File: src/rtl/pacer_pkg.sv
package pacer_pkg;
   localparam int LANE_V    = 0;
   localparam int LANE_W    = 1;
   localparam int LANES     = 2;
   localparam int UNIT_LOG2 = 2;

   typedef logic [LANES-1:0] lane_vec_t;
endpackage

File: src/rtl/pacer_fifo.sv
module pacer_fifo #(
   parameter int W     = 2,
   parameter int DEPTH = 8,
   localparam int PW   = $clog2(DEPTH),
   localparam int CW   = PW + 1
) (
   input  logic          clk,
   input  logic          rst_n,
   input  logic          flush,
   input  logic          push,
   input  logic          pop,
   input  logic [W-1:0]  din,
   output logic [W-1:0]  dout,
   output logic [CW-1:0] count,
   output logic          empty,
   output logic          dropped
);
   if ((1 << PW) != DEPTH) begin : g_depth_bad
      $error("pacer_fifo: DEPTH must be a power of two");
   end
   if (W < 1) begin : g_width_bad
      $error("pacer_fifo: W must be positive");
   end

   logic [W-1:0]  mem [DEPTH];
   logic [PW-1:0] rp, wp;
   logic          full, do_push, do_pop, we;
   logic [PW-1:0] waddr;

   assign full    = (count == CW'(DEPTH));
   assign empty   = (count == '0);
   assign do_push = push && !full;
   assign do_pop  = pop && !empty;
   assign dropped = push && full && !flush;
   assign dout    = mem[rp];
   assign we      = flush ? push : do_push;
   assign waddr   = flush ? '0 : wp;

   always_ff @(posedge clk) begin
      if (we) mem[waddr] <= din;
   end

   always_ff @(posedge clk or negedge rst_n) begin
      if (!rst_n) begin
         rp    <= '0;
         wp    <= '0;
         count <= '0;
      end else if (flush) begin
         rp    <= '0;
         wp    <= push ? PW'(1) : '0;
         count <= push ? CW'(1) : '0;
      end else begin
         if (do_push) wp <= wp + 1'b1;
         if (do_pop)  rp <= rp + 1'b1;
         count <= count + CW'(do_push) - CW'(do_pop);
      end
   end


   fifo_full_hold_chk: assert property (@(posedge clk) disable iff (!rst_n)
      (full && push && !pop && !flush) |=> (count == CW'(DEPTH)));


   fifo_flush_chk: assert property (@(posedge clk) disable iff (!rst_n)
      (flush && !push) |=> empty);
endmodule

File: src/rtl/pacer_timer.sv
module pacer_timer #(
   parameter int IVW       = 8,
   parameter int UNIT_LOG2 = 2,
   localparam int CW       = IVW + UNIT_LOG2
) (
   input  logic           clk,
   input  logic           rst_n,
   input  logic           restart,
   input  logic [IVW-1:0] interval,
   output logic           tick
);
   if (UNIT_LOG2 < 1) begin : g_unit_bad
      $error("pacer_timer: UNIT_LOG2 must be at least 1");
   end

   logic [CW-1:0] cnt;
   logic [CW-1:0] limit;
   logic          active;

   assign active = (interval != '0);
   assign limit  = {interval, {UNIT_LOG2{1'b0}}} - CW'(1);
   assign tick   = active && !restart && (cnt >= limit);

   always_ff @(posedge clk or negedge rst_n) begin
      if (!rst_n)                     cnt <= '0;
      else if (restart || !active)    cnt <= '0;
      else if (cnt >= limit)          cnt <= '0;
      else                            cnt <= cnt + 1'b1;
   end


   tick_gap_chk: assert property (@(posedge clk) disable iff (!rst_n)
      tick |=> !tick);


   tick_restart_chk: assert property (@(posedge clk) disable iff (!rst_n)
      restart |=> !tick);
endmodule

File: src/rtl/pacer_lane.sv
module pacer_lane (
   input  logic clk,
   input  logic rst_n,
   input  logic load,
   input  logic nxt,
   input  logic invert,
   input  logic irq_en,
   output logic pin,
   output logic irq
);
   logic lv, lv_d;

   always_ff @(posedge clk or negedge rst_n) begin
      if (!rst_n) begin
         lv   <= 1'b0;
         lv_d <= 1'b0;
      end else begin
         lv_d <= lv;
         if (load) lv <= nxt;
      end
   end

   assign pin = invert ? lv : ~lv;
   assign irq = irq_en && lv && !lv_d;


   irq_active_chk: assert property (@(posedge clk) disable iff (!rst_n)
      irq |-> (pin == invert));


   irq_single_chk: assert property (@(posedge clk) disable iff (!rst_n)
      irq |=> !irq);
endmodule

File: src/rtl/pulse_pacer.sv
module pulse_pacer #(
   parameter int IVW   = 8,
   parameter int DEPTH = 8,
   parameter int LOSTW = 8,
   localparam int LANES = pacer_pkg::LANES,
   localparam int PW    = $clog2(DEPTH),
   localparam int CW    = PW + 1
) (
   input  logic             clk,
   input  logic             rst_n,
   input  logic             frame_start,
   input  logic             push,
   input  logic             push_v,
   input  logic             push_w,
   input  logic [IVW-1:0]   interval,
   input  logic             invert,
   input  logic             irq_en_v,
   input  logic             irq_en_w,
   input  logic             lost_clr,
   output logic             pulse_v,
   output logic             pulse_w,
   output logic             irq_v,
   output logic             irq_w,
   output logic             overflow,
   output logic [LOSTW-1:0] lost_count
);
   import pacer_pkg::*;

   if (LOSTW < CW) begin : g_lost_bad
      $error("pulse_pacer: LOSTW too narrow for DEPTH");
   end

   lane_vec_t     din, dout, irq_en, pins, irqs;
   logic          bypass, tick, q_push, q_empty, q_drop, release_now;
   logic [CW-1:0] q_count;
   logic [LOSTW:0] lost_sum;

   assign bypass        = (interval == '0);
   assign din[LANE_V]    = push_v;
   assign din[LANE_W]    = push_w;
   assign irq_en[LANE_V] = irq_en_v;
   assign irq_en[LANE_W] = irq_en_w;
   assign q_push         = push && !bypass;
   assign release_now    = tick && !q_empty;

   pacer_timer #(.IVW(IVW), .UNIT_LOG2(UNIT_LOG2)) u_timer (
      .clk(clk), .rst_n(rst_n), .restart(frame_start),
      .interval(interval), .tick(tick));

   pacer_fifo #(.W(LANES), .DEPTH(DEPTH)) u_fifo (
      .clk(clk), .rst_n(rst_n), .flush(frame_start), .push(q_push),
      .pop(tick), .din(din), .dout(dout), .count(q_count),
      .empty(q_empty), .dropped(q_drop));

   for (genvar i = 0; i < LANES; i++) begin : g_lane
      pacer_lane u_lane (
         .clk(clk), .rst_n(rst_n),
         .load((bypass && push) || (!bypass && release_now)),
         .nxt(bypass ? din[i] : dout[i]),
         .invert(invert), .irq_en(irq_en[i]),
         .pin(pins[i]), .irq(irqs[i]));
   end

   assign pulse_v = pins[LANE_V];
   assign pulse_w = pins[LANE_W];
   assign irq_v   = irqs[LANE_V];
   assign irq_w   = irqs[LANE_W];

   assign lost_sum = {1'b0, lost_count} + (LOSTW+1)'(q_count);

   always_ff @(posedge clk or negedge rst_n) begin
      if (!rst_n) begin
         lost_count <= '0;
         overflow   <= 1'b0;
      end else if (lost_clr) begin
         lost_count <= '0;
         overflow   <= 1'b0;
      end else begin
         if (q_drop) overflow <= 1'b1;
         if (frame_start)
            lost_count <= lost_sum[LOSTW] ? '1 : lost_sum[LOSTW-1:0];
      end
   end


   bypass_follow_chk: assert property (@(posedge clk) disable iff (!rst_n)
      (push && bypass) |=> ((pulse_v ^ ~invert) == $past(push_v)
                           && (pulse_w ^ ~invert) == $past(push_w)));


   ovf_sticky_chk: assert property (@(posedge clk) disable iff (!rst_n)
      (overflow && !lost_clr) |=> overflow);


   lost_sat_chk: assert property (@(posedge clk) disable iff (!rst_n)
      (lost_count == '1 && !lost_clr) |=> (lost_count == '1));


   lost_clr_chk: assert property (@(posedge clk) disable iff (!rst_n)
      lost_clr |=> (lost_count == '0 && !overflow));
endmodule

File: config.mk
export PLATFORM = sky130hd
export DESIGN_NAME = pulse_pacer
export DESIGN_NICKNAME = d
export VERILOG_FILES = /design/src/rtl/pacer_pkg.sv /design/src/rtl/pacer_fifo.sv /design/src/rtl/pacer_timer.sv /design/src/rtl/pacer_lane.sv /design/src/rtl/pulse_pacer.sv
export SDC_FILE = /design/constraint.sdc
export NUM_CORES = 1
export LEC_CHECK = 0
export CAP_MARGIN = 40
export CORE_UTILIZATION = 45
export CTS_BUF_LIST = sky130_fd_sc_hd__clkbuf_2 sky130_fd_sc_hd__clkbuf_4 sky130_fd_sc_hd__clkbuf_8
export CTS_CLUSTER_DIAMETER = 40
export DETAILED_ROUTE_END_ITERATION = 7
export HOLD_SLACK_MARGIN = 0.02
export PLACE_DENSITY = 0.76
export RECOVER_POWER = 25
export REMOVE_ABC_BUFFERS = 1
export SLEW_MARGIN = 20
export SYNTH_ARGS = -nofsm -noshare
export SYNTH_HDL_FRONTEND = slang
export SYNTH_SLANG_ARGS = --single-unit
File: constraint.sdc
create_clock -name clk -period 2.9 [get_ports clk]
set_input_delay 0.29 -clock clk [delete_from_list [all_inputs] [get_ports clk]]
set_output_delay 0.29 -clock clk [all_outputs]
set_load 0.1 [all_outputs]
# Word-level counts from Yosys, hierarchy flattened
# Memories as Yosys holds them, arrays and structs flattened.
# Index checks and enable logic that the tools add are counted.
op_classes:
  addsub: 7
  order_cmp: 1
  n_eq_ne: 1
  muxes: 22
  bitwise_logic: 2
  reduce_logical: 29
op_table:
  columns: ["operator", "count"]
  rows:
  - ["$mux W8", 3]
  - ["$mux W10", 2]
  - ["$mux W3", 5]
  - ["$logic_and A1 B1 Y1", 13]
  - ["$mux W1", 11]
  - ["$add A10 B1 Y10 const B", 1]
  - ["$ge A10 B10 Y1", 1]
  - ["$sub A10 B1 Y10 const B", 1]
  - ["$add A8 B4 Y9", 1]
  - ["$logic_not A8 Y1", 1]
  - ["$reduce_bool A2 Y1", 4]
  - ["$reduce_bool A8 Y1", 1]
  - ["$logic_not A1 Y1", 7]
  - ["$add A3 B1 Y3 const B", 2]
  - ["$add A4 B1 Y4", 1]
  - ["$eq A4 B4 Y1 const B", 1]
  - ["$logic_not A4 Y1", 1]
  - ["$mux W4", 1]
  - ["$sub A4 B1 Y4", 1]
  - ["$logic_or A1 B1 Y1", 2]
  - ["$not A1 Y1", 2]
totals:
  regBits: 33
  ram_bits: 16
  out_inout_bits: 13
  n_memories: 1
memory_table:
  columns: ["name", "depth", "word_bits", "rd", "rd_ports_with_merged_regs", "wr", "line_no", "text"]
  rows:
  - ["u_fifo.mem", 8, 2, 1, 0, 1, "pacer_fifo.sv:25", "logic [W-1:0] mem [DEPTH];"]

# Depth between registers and ports, before layout
# Gate-level depths: netlist of run 1.
logic_depth:
  depth_word: 7
  ltp_mapped: 17
  mapped_depth_nobuf: 17

# Cells and area by module
# A second synthesis of run 1 with hierarchy kept.
unflattened:
  hier_cells: 262
  area_unflattened_um2: 2947.8
by_module_without_submodules:
  columns: ["mod", "instances", "cells_per_inst", "area_each_um2", "seq_area_each_um2"]
  rows:
  - ["pacer_fifo", 1, 99, 1306.3, 730.7]
  - ["pacer_timer", 1, 85, 845.8, 250.2]
  - ["pulse_pacer", 1, 68, 630.6, 225.2]
  - ["pacer_lane", 2, 5, 82.6, 50.0]

# Least setup slack after synthesis of run 1
# No wires, ideal clock.
synth_timing:
  path_kind: "in2reg"
  from: "in interval[5]"
  to: "reg u_fifo.count[2]"
  setup_time_ns: 0.133
  t_arrival_ns: 3.055
  required_time_ns: 2.767
  slack_ns: -0.288
  path_stages: 14
  path_buffers: 0
  path_cell_list: "or4_4 > nor4_1 > xnor2_1 > ha_1 > a21oi_1 > o21a_1 > a21o_1 > inv_1 > ha_1 > inv_1 > ha_1 > fa_1 > xnor2_1 > nor2_1"
synth_via:
  elab_chain_len: 7
  word_cells_on_any_way: 13
synth_lines:
  columns: ["element", "line_no", "text"]
  rows:
  - ["start: declaration", "pulse_pacer.sv:15", "input logic [IVW-1:0] interval,"]
  - ["branches (longest 5 deep; another with $sub A10 B1 Y10)", null, null]
  - ["$sub A4 B1 Y4 (*)", "pacer_fifo.sv:55", "count <= count + CW'(do_push) - CW'(do_pop);"]
  - ["$mux W4 (*)", "pacer_fifo.sv:48", "end else if (flush) begin"]
  - ["end signal: assignment", "pacer_fifo.sv:51", "count <= push ? CW'(1) : '0;"]
  - ["end signal: assignment", "pacer_fifo.sv:55", null]
  - ["end: declaration", "pacer_fifo.sv:14", "output logic [CW-1:0] count,"]
# Mark *: on every way between the ends.
# A chain may end at the register's enable or synchronous reset.

# Worst setup path in the final report of run 1
layout_timing:
  from: "in interval[3]"
  to: "reg u_fifo.count[1]"
# Same word-level chain as after synthesis.

==> impl_metrics.env, run 1 <==
export IMPL_end_kind="register"
export IMPL_grt_remaining_overflow=0
export IMPL_clockBufferDepth=2
export IMPL_drc=0
export IMPL_final_cells=401
export IMPL_track_usage_pct=18.73
export IMPL_synthCells=263
export IMPL_drt_initial_drc_count=85
export IMPL_worstSetupPathType="input port to register"
export IMPL_fillers=495
export IMPL_final_core_util_pct=60.55
export IMPL_dieWidth_um=81.50
export IMPL_wl_per_cell_um=14.75
export IMPL_start_kind="input port"
export IMPL_tightest_slew_ns=1.832
export IMPL_clk_pin_slew_ns=0.10
export IMPL_coreArea_um2=6026
export IMPL_cts_root_buf="clkbuf_8"
export IMPL_worstPathArrival_ns=3.15
export IMPL_initial_core_util_pct=47.20
export IMPL_fin_worst_skew_ns=0.01296
export IMPL_final_hold_viol_count=0
export IMPL_synth_ff_type="dfrtp_1"
export IMPL_clock_sinks=49
export IMPL_fmax_ghz=0.3391
export IMPL_final_max_slew_viol_count=34
export IMPL_grt_pass1_vias=2103
export IMPL_fin_crit_ns=2.949
export IMPL_synth_edf_count=16
export IMPL_powerDensity_nw_per_um2=559.9
export IMPL_clock_latency_ns=0.30
export IMPL_cts_tree="done"
export IMPL_die_area_um2=6642
export IMPL_cts_buffers=5
export IMPL_cap_violations=1
export IMPL_synth_seq_cells=49
export IMPL_hold_class="register to register"
export IMPL_syn_to_final_growth_pct=28.29
export IMPL_power_mw=2.043
export IMPL_outcome="finished, violations left"
export IMPL_min_delay_path_depth=0
export IMPL_ir_drop_uv=388.6
export IMPL_antenna_cells=0
export IMPL_final_seq_area_um2=1306
export IMPL_vias_per_cell=5.392
export IMPL_startpoint="interval[3]"
export IMPL_cts_htree_levels=2
export IMPL_hold_end="g_lane[1].u_lane.lv_d"
export IMPL_nNetsFinal=368
export IMPL_wl_um=5915
export IMPL_crit_fanout=3
export IMPL_dp_slack_ns=-0.8503
export IMPL_grt_pass1_wl_um=9508
export IMPL_r2r_end="u_fifo.count[1]"
export IMPL_grt_start_max_net_pins=34
export IMPL_die_h_um=81.50
export IMPL_antenna_found_initial=0
export IMPL_setup_viol=2
export IMPL_worstRegToRegCells=11
export IMPL_final_area_um2=3649
export IMPL_hpwl_um=4104
export IMPL_syn_area_um2=2844
export IMPL_dpl_cell_area_um2=3359
export IMPL_yosysWarnings=0
export IMPL_slew_headroom_pct=-22.11
export IMPL_reg2reg_from="u_timer.cnt[2]"
export IMPL_failed_checks="capacitance limit, slew limit, setup timing"
export IMPL_rows=28
export IMPL_postSynthAreaPerCell_um2=10.81
export IMPL_port_buffers=30
export IMPL_multi_input_area_um2=1550
export IMPL_hold_path_startpoint="g_lane[1].u_lane.lv"
export IMPL_async_flop_share_pct=67.35
export IMPL_p_leak_nw=1.583
export IMPL_drive_gt1_share_pct=26.38
export IMPL_critPathRequiredTime_ns=3.10
export IMPL_hold_buffers=0
export IMPL_reg2reg_slack_ns=0.26
export IMPL_period_share_pct=101.7
export IMPL_setup_slack_ns=-0.04915
export IMPL_vias=2162
export IMPL_ioPinCount=31
export IMPL_gp_congestion=0.8151
export IMPL_ant_nets=0
export IMPL_dr_pass1_iters=4
export IMPL_synth_seq_area_share_pct=45.93
export IMPL_rsz0062_at_grt="true"
export IMPL_dp_cells=386
export IMPL_synth_distinct_cells=47
[through the flow]
step           TNS (ns)  hold slack, ns
2_1_floorplan   -0.7565       -0.005591
3_3_place_gp     -4.356          0.4395
3_5_place_dp     -5.736          0.4409
4_1_cts         -0.1367          0.4009
5_1_grt         -0.3779          0.4934
6_report       -0.05631          0.4555
[state kept, by name (all words and copies together) (netlist names)]
signal and flops:
u_fifo.mem 16, u_timer.cnt 10, lost_count 8, u_fifo.count 4, u_fifo.rp 3, u_fifo.wp 3, g_lane.u_lane.lv 2, g_lane.u_lane.lv_d 2
overflow 1
[final cells by class]
| class | count | area share [%] |
|---|---|---|
| clock buffer | 5 | 1.886 |
| clock inverter | 3 | 1.783 |
| inverter | 19 | 2.023 |
| multi-input combinational | 188 | 42.49 |
| sequential | 49 | 35.80 |
| tap | 75 | 2.572 |
| timing repair buffer | 62 | 13.44 |
[cells in the final DEF (no fill, tap or decap), types with 3 or more instances in the layout]
cell type | synthesis | routed
buf_4 | 0 | 44
nor2_1 | 36 | 35
dfrtp_1 | 33 | 33
ha_1 | 23 | 20
inv_1 | 19 | 16
edfxtp_1 | 16 | 16
nand2_1 | 13 | 12
xnor2_1 | 12 | 10
nand3_1 | 10 | 10
clkdlybuf4s50_1 | 0 | 10
xor2_1 | 9 | 9
a21oi_1 | 11 | 8
o21ai_0 | 6 | 6
nor3b_1 | 6 | 5
mux2i_1 | 5 | 5
clkbuf_8 | 0 | 5
nor3_1 | 4 | 4
a21o_1 | 4 | 4
and4_1 | 4 | 4
nor2b_1 | 5 | 4
a211oi_1 | 4 | 4
mux4_2 | 4 | 4
a21oi_2 | 0 | 3
nand2b_1 | 3 | 3
ha_4 | 0 | 3
[critical path, cell delays in order]
cell and delay, ns:
buf_6 0.09, or4_4 0.54, nor4_4 0.15, xnor2_1 0.10, ha_1 0.35, nand2_2 0.10, nor2_4 0.16, o31ai_4 0.09
a21o_1 0.21, inv_2 0.08, ha_4 0.20, inv_4 0.06, ha_4 0.13, fa_2 0.43, nor2b_4 0.13
[power breakdown]
part / internal (mW) / switching (mW)
Clock: 0.343 / 0.228
Sequential: 0.769 / 0.0545
Combinational: 0.260 / 0.389
Total: 1.37 / 0.671
[per-layer routing]
metal  vias up  part of all wire (%)  global-route usage (%)
li1       1055                     -                       -
met2        26                    52                   32.92
met5         -                     0                       0
met4         0                   1.6                   5.179
met3         9                   2.7                   3.556
met1      1072                    43                   23.29
[worst max path at each step]
stage	endpoint	slack, ns	depth (start not counted)
floorplan	u_fifo.count[2]	-0.27	14
global placement	u_fifo.count[2]	-0.73	15
detailed placement	u_fifo.count[2]	-0.85	15
CTS	u_fifo.count[2]	-0.07	15
global route	u_fifo.count[2]	-0.15	15
finish	u_fifo.count[1]	-0.05	15
[synthesized netlist by cell type (2+ instances only)]
master	number	area [um^2]
mux4_2	4	90.09
a211oi_1	4	30.03
xor2_1	9	78.83
nor2_1	36	135.1
o21ai_0	6	30.03
buf_1	2	7.510
mux2i_1	5	50.05
a21o_1	4	30.03
xnor2_1	12	105.1
and4b_1	2	20.02
clkbuf_1	4	15.01
and4_1	4	35.03
dfrtp_1	33	825.8
ha_1	23	287.8
nand3_1	10	50.05
edfxtp_1	16	480.5
nand2_1	13	48.80
nor3_1	4	20.02
a41oi_1	2	17.52
nor3b_1	6	45.04
a21oi_1	11	55.05
o211ai_1	2	15.01
inv_1	19	71.32
o31a_1	2	17.52
nand2b_1	3	18.77
fa_1	2	40.04
nor2b_1	5	31.28
[repair_timing]
| item | 4_1_cts | 5_1_grt |
|---|---|---|
| cloned | 0 | 0 |
| setup buffers | 3 | 4 |
| pin swaps | 14 | 15 |
| gates resized for setup | 31 | 13 |
| setup endpoints to repair | 4 | 3 |
[cell families (layout without fill, tap and decap cells)]
| logic type | after synthesis | in the layout | share of synthesized area, % |
|---|---|---|---|
| AO/OA/AOI/OAI | 39 | 39 | 9.371 |
| XOR/XNOR | 21 | 21 | 6.467 |
| adder cells (fa/ha/maj) | 25 | 25 | 11.53 |
| buffers and inverters | 26 | 89 | 3.696 |
| flip-flops | 49 | 49 | 45.93 |
| multiplexers | 10 | 10 | 5.324 |
| AND/OR/NAND/NOR | 93 | 93 | 17.69 |
Note: power is estimated with default switching activity, not from simulation.
==> inputs of run 2 (changes only) <==
--- a/config.mk
+++ b/config.mk
@@ -9,10 +9,11 @@
 export CORE_UTILIZATION = 45
 export CTS_BUF_LIST = sky130_fd_sc_hd__clkbuf_2 sky130_fd_sc_hd__clkbuf_4 sky130_fd_sc_hd__clkbuf_8
 export CTS_CLUSTER_DIAMETER = 40
+export CTS_CLUSTER_SIZE = 16
 export DETAILED_ROUTE_END_ITERATION = 7
 export HOLD_SLACK_MARGIN = 0.02
 export PLACE_DENSITY = 0.76
-export RECOVER_POWER = 25
+export RECOVER_POWER = 100
 export REMOVE_ABC_BUFFERS = 1
 export SLEW_MARGIN = 20
 export SYNTH_ARGS = -nofsm -noshare
==> impl_metrics.env, run 2 (synthesis gave the netlist of run 1 again) <==
export IMPL_grt_remaining_overflow=0
export IMPL_antenna_cells=0
export IMPL_top_register="u_fifo.mem"
export IMPL_antenna_found_initial=0
export IMPL_hold_path_startpoint="g_lane[1].u_lane.lv"
export IMPL_die_area_um2=6642
export IMPL_crit_fanout=3
export IMPL_worstSetupPathType="input port to register"
export IMPL_rsz0062_at_grt="true"
export IMPL_grt_start_max_net_pins=34
export IMPL_powerDensity_nw_per_um2=564.1
export IMPL_drt_initial_drc_count=73
export IMPL_track_usage_pct=18.73
export IMPL_nNetsFinal=368
export IMPL_tightest_slew_ns=1.823
export IMPL_vias_per_cell=5.369
export IMPL_setup_slack_ns=-0.04722
export IMPL_final_max_slew_viol_count=34
export IMPL_ant_nets=0
export IMPL_critPathRequiredTime_ns=3.10
export IMPL_initial_core_util_pct=47.20
export IMPL_dpl_cell_area_um2=3359
export IMPL_end_kind="register"
export IMPL_fmax_ghz=0.3393
export IMPL_critical_path_top_delay_family="adder cells"
export IMPL_gp_congestion=0.8151
export IMPL_switching_power_mw=0.6744
export IMPL_clock_latency_ns=0.30
export IMPL_clockPowerShare_pct=28.2
export IMPL_cts_htree_levels=2
export IMPL_grt_pass1_vias=2103
export IMPL_coreArea_um2=6026
export IMPL_hold_end="g_lane[1].u_lane.lv_d"
export IMPL_hold_class="register to register"
export IMPL_ioPinCount=31
export IMPL_p_comb_share_pct=31.1
export IMPL_power_frac_seq_pct=40.6
export IMPL_period_share_pct=101.6
export IMPL_clk_pin_slew_ns=0.10
export IMPL_final_hold_viol_count=0
export IMPL_ir_drop_uv=390.2
export IMPL_cp_buffers_inverters=3
export IMPL_reg_top3="u_fifo.mem: 16 flops, u_timer.cnt: 10 flops, lost_count: 8 flops"
export IMPL_crit_path_max_incr_delay_ns=0.54
export IMPL_start_kind="input port"
export IMPL_fin_worst_skew_ns=0.01299
export IMPL_slowest_stage="or4_4"
export IMPL_cts_root_buf="clkbuf_8"
export IMPL_cap_violations=1
export IMPL_setup_viol=2
export IMPL_power_mw=2.026
export IMPL_cts_buffers=5
export IMPL_r2r_end="u_fifo.count[1]"
export IMPL_fillers=505
export IMPL_clockBufferDepth=2
export IMPL_mostFrequentLayoutCell="nor2_1"
export IMPL_dr_pass1_iters=4
export IMPL_rows=28
export IMPL_cp_cell_sequence="buf_6 -> or4_4 -> nor4_4 -> xnor2_1 -> ha_1 -> nand2_2 -> nor2_4 -> o31ai_4 -> a21o_1 -> inv_2 -> ha_4 -> inv_4 -> ha_4 -> fa_2 -> nor2b_4"
export IMPL_reg2reg_slack_ns=0.26
export IMPL_hpwl_um=4104
export IMPL_cp_num_cells=15
export IMPL_wl_per_cell_um=14.77
export IMPL_reg2reg_from="u_timer.cnt[2]"
export IMPL_final_cell_mix="nor2_1, dfrtp_1, buf_4"
export IMPL_intPower_mw=1.352
export IMPL_min_delay_path_depth=0
export IMPL_final_core_util_pct=59.61
export IMPL_grt_pass1_wl_um=9508
export IMPL_fin_crit_ns=2.947
export IMPL_dieWidth_um=81.50
export IMPL_cpMostUsedCell="ha_4"
export IMPL_worstRegToRegCells=11
export IMPL_failed_checks="capacitance limit, slew limit, setup timing"
export IMPL_vias=2153
export IMPL_cts_tree="done"
export IMPL_slew_headroom_pct=-21.53
export IMPL_clock_sinks=49
export IMPL_drc=0
export IMPL_wl_um=5921
export IMPL_syn_to_final_growth_pct=26.31
export IMPL_outcome="finished, violations left"
export IMPL_port_buffers=30
export IMPL_drive_gt1_share_pct=21.78
export IMPL_die_h_um=81.50
export IMPL_final_area_um2=3592
export IMPL_p_leak_nw=1.523
export IMPL_largest_reg_flops=16
export IMPL_hold_buffers=0
export IMPL_holdWs_ns=0.4554
export IMPL_fin_tns_setup_ns=-0.04926
export IMPL_worstPathArrival_ns=3.14
export IMPL_swShare_pct=33.28
-- run 2: cell type report --
cell class	count	area, um^2	share of cell area, %
Timing Repair Buffer	62	434.2	12.09
Clock buffer	5	68.82	1.916
Multi-Input combinational cell	188	1550	43.16
Clock inverter	3	65.06	1.811
Sequential cell	49	1306	36.36
Inverter	19	73.82	2.055
Tap cell	75	93.84	2.612
-- run 2: layer usage --
| metal | wire length, um | track usage, % | vias up |
|---|---|---|---|
| met2 | 3062 | 32.92 | 28 |
| met1 | 2590 | 23.29 | 1061 |
| li1 | - | - | 1053 |
| met5 | 0 | 0 | - |
| met4 | 106 | 5.179 | 0 |
| met3 | 161 | 3.556 | 11 |
-- run 2: power by group through the flow --
| stage | clock [mW] | combinational (mW) | sequential, mW |
|---|---|---|---|
| floorplan | 0 | 0.336 | 0.907 |
| global placement | 0 | 0.569 | 0.836 |
| detailed placement | 0 | 0.585 | 0.837 |
| CTS | 0.583 | 0.615 | 0.823 |
| global route | 0.609 | 0.694 | 0.832 |
| finish | 0.572 | 0.630 | 0.824 |
-- run 2: worst max path at each step --
stage | startpoint | to | slack [ns]
2_1_floorplan | interval[5] | u_fifo.count[2] | -0.27
3_3_place_gp | interval[5] | u_fifo.count[2] | -0.73
3_5_place_dp | interval[5] | u_fifo.count[2] | -0.85
4_1_cts | interval[2] | u_fifo.count[2] | -0.07
5_1_grt | interval[3] | u_fifo.count[2] | -0.15
6_report | interval[3] | u_fifo.count[1] | -0.05
-- run 2: metrics by stage --
step                std cells  setup WS, ns
floorplan                 256       -0.2735
global placement          386       -0.7257
detailed placement        386       -0.8503
CTS                       397      -0.07188
global route              401       -0.1525
finish                    401      -0.04722
-- run 2: timing repair --
action / CTS / global route
buffers inserted: 3 / 4
endpoints found under the setup margin: 4 / 3
pin swaps: 14 / 15
resized for setup: 31 / 13
-- run 2: worst reg2reg max path: stages, from the launching register on --
cell,delay (ns)
dfrtp_1,0.44
ha_1,0.29
a21oi_1,0.13
nor2_1,0.11
o31ai_4,0.26
a21o_1,0.18
inv_2,0.06
ha_4,0.27
inv_4,0.04
ha_4,0.15
fa_2,0.52
nor2b_4,0.12
